<file path="config.mk">
export PLATFORM = sky130hd
export DESIGN_NAME = caprel_timer
export DESIGN_NICKNAME = d
export VERILOG_FILES = /design/src/rtl/caprel_timer.sv
export SDC_FILE = /design/constraint.sdc
export NUM_CORES = 1
export LEC_CHECK = 0
export BUFFER_PORTS_ARGS = -buffer_cell sky130_fd_sc_hd__buf_2
export CAP_MARGIN = 10
export CORE_ASPECT_RATIO = 0.8
export CORE_UTILIZATION = 50
export CTS_BUF_LIST = sky130_fd_sc_hd__clkbuf_2
export CTS_CLUSTER_DIAMETER = 50
export DETAILED_ROUTE_END_ITERATION = 12
export PLACE_DENSITY = 0.76
export SYNTH_ARGS = -nofsm -noshare
export SYNTH_HDL_FRONTEND = slang
export SYNTH_SLANG_ARGS = --single-unit
</file>
<file path="constraint.sdc">
create_clock -name clk -period 1.9 [get_ports clk]
set_input_delay 0.285 -clock clk [delete_from_list [all_inputs] [get_ports clk]]
set_output_delay 0.285 -clock clk [all_outputs]
set_load 0.1 [all_outputs]
</file>
<file path="src/rtl/caprel_timer.sv">
`timescale 1ns/1ps
module caprel_timer #(
  parameter int BW = 8,
  parameter int AW = 3
) (
  input  logic          clk,
  input  logic          rst_n,
  input  logic          tick_i,
  input  logic          cnt_pin_i,
  input  logic          trig_pin_i,
  input  logic          wr_en_i,
  input  logic [AW-1:0] addr_i,
  input  logic [BW-1:0] wdata_i,
  output logic [BW-1:0] rdata_o,
  output logic          baud_rx_o,
  output logic          baud_tx_o,
  output logic          irq_o
);
  localparam int CW = 2 * BW;
  localparam logic [AW-1:0] A_CTRL = AW'(0), A_CLO = AW'(1), A_CHI = AW'(2),
                            A_RLO = AW'(3), A_RHI = AW'(4), A_IEN = AW'(5);

  logic [7:0]    ctrl;
  logic          ien;
  logic [BW-1:0] clo, chi, rlo, rhi;
  logic [1:0]    cnt_sync, trig_sync;
  logic          cnt_prev, trig_prev;

  always_ff @(posedge clk) begin
    if (!rst_n) begin
      cnt_sync  <= 2'b11;
      trig_sync <= 2'b11;
      cnt_prev  <= 1'b1;
      trig_prev <= 1'b1;
    end else begin
      cnt_sync  <= {cnt_sync[0], cnt_pin_i};
      trig_sync <= {trig_sync[0], trig_pin_i};
      cnt_prev  <= cnt_sync[1];
      trig_prev <= trig_sync[1];
    end
  end

  wire cnt_fall  = cnt_prev & ~cnt_sync[1];
  wire trig_fall = trig_prev & ~trig_sync[1];

  wire run       = ctrl[0];
  wire ctsel     = ctrl[1];
  wire capsel    = ctrl[2];
  wire baud_mode = ctrl[3] | ctrl[4];
  wire exten     = ctrl[5];
  wire cap_mode  = ~baud_mode & capsel;
  wire rld_mode  = ~baud_mode & ~capsel;

  wire wr_ctrl = wr_en_i && addr_i == A_CTRL;
  wire wr_cnt  = wr_en_i && (addr_i == A_CLO || addr_i == A_CHI);
  wire trig_ev = trig_fall & exten;
  wire step    = run & (ctsel ? cnt_fall : tick_i) & ~wr_cnt;
  wire wrap    = step & (&{chi, clo});
  wire load    = ~wr_cnt & ((wrap & ~cap_mode) | (trig_ev & rld_mode));
  wire [CW-1:0] nxt = {chi, clo} + CW'(1);

  always_ff @(posedge clk) begin
    if (!rst_n) begin
      clo <= '0;
      chi <= '0;
    end else if (wr_cnt) begin
      if (addr_i == A_CLO) clo <= wdata_i;
      else                 chi <= wdata_i;
    end else if (load) begin
      {chi, clo} <= {rhi, rlo};
    end else if (step) begin
      {chi, clo} <= nxt;
    end
  end

  always_ff @(posedge clk) begin
    if (!rst_n) begin
      rlo <= '0;
      rhi <= '0;
    end else begin
      if (wr_en_i && addr_i == A_RLO) rlo <= wdata_i;
      else if (trig_ev && cap_mode)   rlo <= clo;
      if (wr_en_i && addr_i == A_RHI) rhi <= wdata_i;
      else if (trig_ev && cap_mode)   rhi <= chi;
    end
  end

  always_ff @(posedge clk) begin
    if (!rst_n) begin
      ctrl      <= '0;
      ien       <= 1'b0;
      baud_rx_o <= 1'b0;
      baud_tx_o <= 1'b0;
    end else begin
      if (wr_ctrl) ctrl <= wdata_i[7:0];
      else begin
        if (wrap && !baud_mode) ctrl[6] <= 1'b1;
        if (trig_ev)            ctrl[7] <= 1'b1;
      end
      if (wr_en_i && addr_i == A_IEN) ien <= wdata_i[0];
      baud_rx_o <= wrap & baud_mode;
      baud_tx_o <= wrap & baud_mode;
    end
  end

  assign irq_o = ien & (ctrl[6] | ctrl[7]);

  always_comb begin
    case (addr_i)
      A_CTRL:  rdata_o = BW'(ctrl);
      A_CLO:   rdata_o = clo;
      A_CHI:   rdata_o = chi;
      A_RLO:   rdata_o = rlo;
      A_RHI:   rdata_o = rhi;
      A_IEN:   rdata_o = BW'(ien);
      default: rdata_o = '0;
    endcase
  end

  p_hold_stopped_r3: assert property (@(posedge clk) disable iff (!rst_n)
    (!run && !wr_cnt && !(trig_ev && rld_mode)) |=> $stable({chi, clo}));

  p_single_edge_r5: assert property (@(posedge clk) disable iff (!rst_n)
    cnt_fall |=> !cnt_fall);

  p_cap_wrap_r6: assert property (@(posedge clk) disable iff (!rst_n)
    (cap_mode && wrap && !wr_ctrl) |=> (ctrl[6] && {chi, clo} == '0));

  p_reload_r8: assert property (@(posedge clk) disable iff (!rst_n)
    (rld_mode && wrap) |=> {chi, clo} == $past({rhi, rlo}));

  p_baud_no_ovf_r10: assert property (@(posedge clk) disable iff (!rst_n)
    (baud_mode && !wr_ctrl && !ctrl[6]) |=> !ctrl[6]);

  p_flag_sticky_r12: assert property (@(posedge clk) disable iff (!rst_n)
    (ctrl[7] && !wr_ctrl) |=> ctrl[7]);
endmodule

</file>
==> out/qor.txt <==
vias per inst: 6.46
post-layout min period: 2030 ps
clock buffer depth: 2
IO Pins: 28
status: finished, violations left
vias in the first global route: 3313
RSZ-0062 raised after global routing: yes
clock share of power: 0.272
failing checks: negative setup slack
DRC Markers: 0
synthesized cell area: 0.00298 mm2
reg-to-reg slack, setup: -40 ps
Global Route Usage Sum: 0.383
Reg power frac: 0.501
die area: 0.00627 mm2
R2R cell count: 7
Max-slew headroom: 0.677
CTS tree: done
Layout Skew: 26.7 ps
core area: 0.00559 mm2
Yosys reg bits: 48
Post-Layout Inst Area: 0.00430 mm2
most frequent cells in the layout: buf_4 (62), nor2_1 (42), nand2_1 (34), dfxtp_1 (34), mux2i_1 (23)
antenna cells: 0
setup TNS: -250 ps
Seq. cell area: 983 um2
Nets: 478
Cells after Synth: 372
Hold Path Sink: ctrl[4]
Syn Area/Cell: 8.01 um2
max cap viols: 0
leading cell type in the layout, fill and taps excluded: buf_4
htree depth: 2
peak supply drop: 0.414 mV
WP data required: 1620 ps
Critical Path Start Type: register
total number of vias: 3483
CP Class: register to output pin
die width: 88.3 um
Yosys cell types: 64
IO Port Bufs: 27
layout cells sized above 1: 0.410
CTS clk-pin slew, worst paths: 280 ps
Post-Route Utilization: 0.769
FILL cells: 438
largest net degree at the start of global routing: 31
global route overflow: 0
Num CTS Buffers: 5
gp weighted congestion: 0.951
combinational fraction of design power: 0.227
HPWL Detailed: 8210 um
Initial Util: 0.533
post-route antenna net violation count: 0
Worst Setup End Kind: output pin
total power: 2150 uW
worst hold start: wdata_i[4]
final WL: 11800 um
HP Class: input pin to register
top fanout value on the critical path: 5
reg2reg start: clo[1]
Final WS setup: -128 ps
final period utilization: 1.07
number of synthesized flops with an enable pin: 0
synth warn: 0
Hold Vio Cnt, Final: 0
final setup violation count: 7
Root Buffer: clkbuf_2
Sw Share: 0.319
pwr/cell area: 500 mW/mm2
slew at the pin with the worst max-slew slack: 480 ps
Area Overhead vs Synth: 44.3%
multi-input logic area: 0.00223 mm2
Async SR Flop Fraction: 0
Hold Crit Depth: 3
Sw Pwr: 686 uW
Synthesized Nets: 390
drt first pass iters: 5
Slew Viols, Final: 0
reg-to-reg endpoint: clo[7]
routed length per instance: 21.9 um
critical path arrival: 1740 ps
initial drt markers: 384
die height: 71.0 um
sequential element share of the synthesized area: 0.323
LEAKAGE: 0.00171 uW
global-route wire length before repair: 17800 um
initial antenna violation count: 0
P_int: 1460 uW
dpl cell area: 0.00385 mm2
clock latency at the later pin of the worst-skew pair: 460 ps
Num Clock Sinks: 48
Primary FF master, synth: dfxtp_1
Cell Rows: 24
Max Clk Rate: 0.493 GHz
[worst max path at each step]
stage                       to  slack [ps]  cells after the start  startpoint
floorplan               clo[1]          -7                      8      clo[1]
global route        rdata_o[0]        -210                      5     ctrl[0]
global placement        clo[7]         -90                      7      tick_i
detailed placement      chi[5]         -90                      6     ctrl[3]
finish              rdata_o[0]        -130                      6      clo[0]
CTS                 rdata_o[0]        -110                      5      chi[0]
[per-layer routing]
metal	vias to the layer above	share of wire	track usage	wire length [um]
met5	-	0	0	0
li1	1575	-	-	-
met1	1633	0.42	0.534	5000
met3	45	0.098	0.0945	1160
met2	230	0.45	0.579	5260
met4	0	0.032	0.125	380
[area by class of cell]
| cell class | instances | area share |
|---|---|---|
| Multi-Input combinational cell | 297 | 0.519 |
| Timing Repair Buffer | 104 | 0.210 |
| Clock buffer | 5 | 0.00582 |
| Inverter | 4 | 0.00349 |
| Tap cell | 78 | 0.0227 |
| Sequential cell | 48 | 0.229 |
| Clock inverter | 3 | 0.00990 |
[cells by family (layout without fill, tap and decap cells)]
group,after synthesis,after routing,synth area share
mux,26,26,0.0882
flops,48,48,0.323
buf+inv,27,116,0.0437
fa+ha+maj,1,1,0.00420
xor+xnor,6,6,0.0176
simple gates,146,146,0.247
compound gates,118,118,0.277
[metrics by stage]
| stage | hold slack (ps) | instances | setup slack (ps) |
|---|---|---|---|
| 2_1_floorplan | 386 | 372 | -7.00 |
| 3_3_place_gp | 389 | 517 | -85.5 |
| 3_5_place_dp | 393 | 517 | -92.3 |
| 4_1_cts | 85.3 | 533 | -110 |
| 5_1_grt | 77.7 | 539 | -213 |
| 6_report | 84.2 | 539 | -128 |
[timing repair]
action	4_1_cts	5_1_grt
endpoints found under the hold margin	2	0
pin swaps	12	26
buffers inserted	6	8
hold buffers	2	0
gates resized for setup	26	45
setup endpoints to repair	23	24
[worst max-delay path, stage by stage (launching register included)]
cell and delay [ps]:
dfxtp_4 430, buf_6 130, mux2i_1 90, nor2_1 180
a21oi_2 70, o21ai_4 180, buf_12 190
[power by group through the flow]
| stage | Sequential (uW) | Clock (uW) | Combinational, uW |
|---|---|---|---|
| 6_report | 1080 | 585 | 487 |
| 3_3_place_gp | 1090 | 0 | 409 |
| 5_1_grt | 1080 | 621 | 509 |
| 3_5_place_dp | 1090 | 0 | 416 |
| 2_1_floorplan | 1090 | 0 | 240 |
| 4_1_cts | 1070 | 589 | 444 |
[flip-flops by register name, indices dropped and copies added (netlist names)]
name,flops
baud_tx_o,1
chi,8
clo,8
cnt_prev,1
cnt_sync,2
ctrl,8
ien,1
rhi,8
rlo,8
trig_prev,1
trig_sync,2
[synth_stat cells (3+ instances only)]
cell type,number,area share
a211oi_1,18,0.045
o31ai_1,3,0.0076
buf_1,3,0.0038
a221oi_1,3,0.0088
xnor2_1,3,0.0088
dfxtp_1,48,0.32
mux2i_1,24,0.081
nand2_1,39,0.049
xor2_1,3,0.0088
and4_1,3,0.0088
nand2b_1,7,0.015
nor3_1,7,0.012
o22ai_1,8,0.017
nand4_1,9,0.019
a22oi_1,7,0.018
clkbuf_1,11,0.014
and2_1,4,0.0084
o21ai_1,8,0.013
o21ai_0,11,0.018
a21oi_1,30,0.050
nor2_1,44,0.055
o22a_1,3,0.0088
a31oi_1,3,0.0063
buf_2,5,0.0084
inv_1,4,0.0050
o211ai_1,3,0.0076
nand3_1,11,0.018
Power figures use the tool's default switching activity.
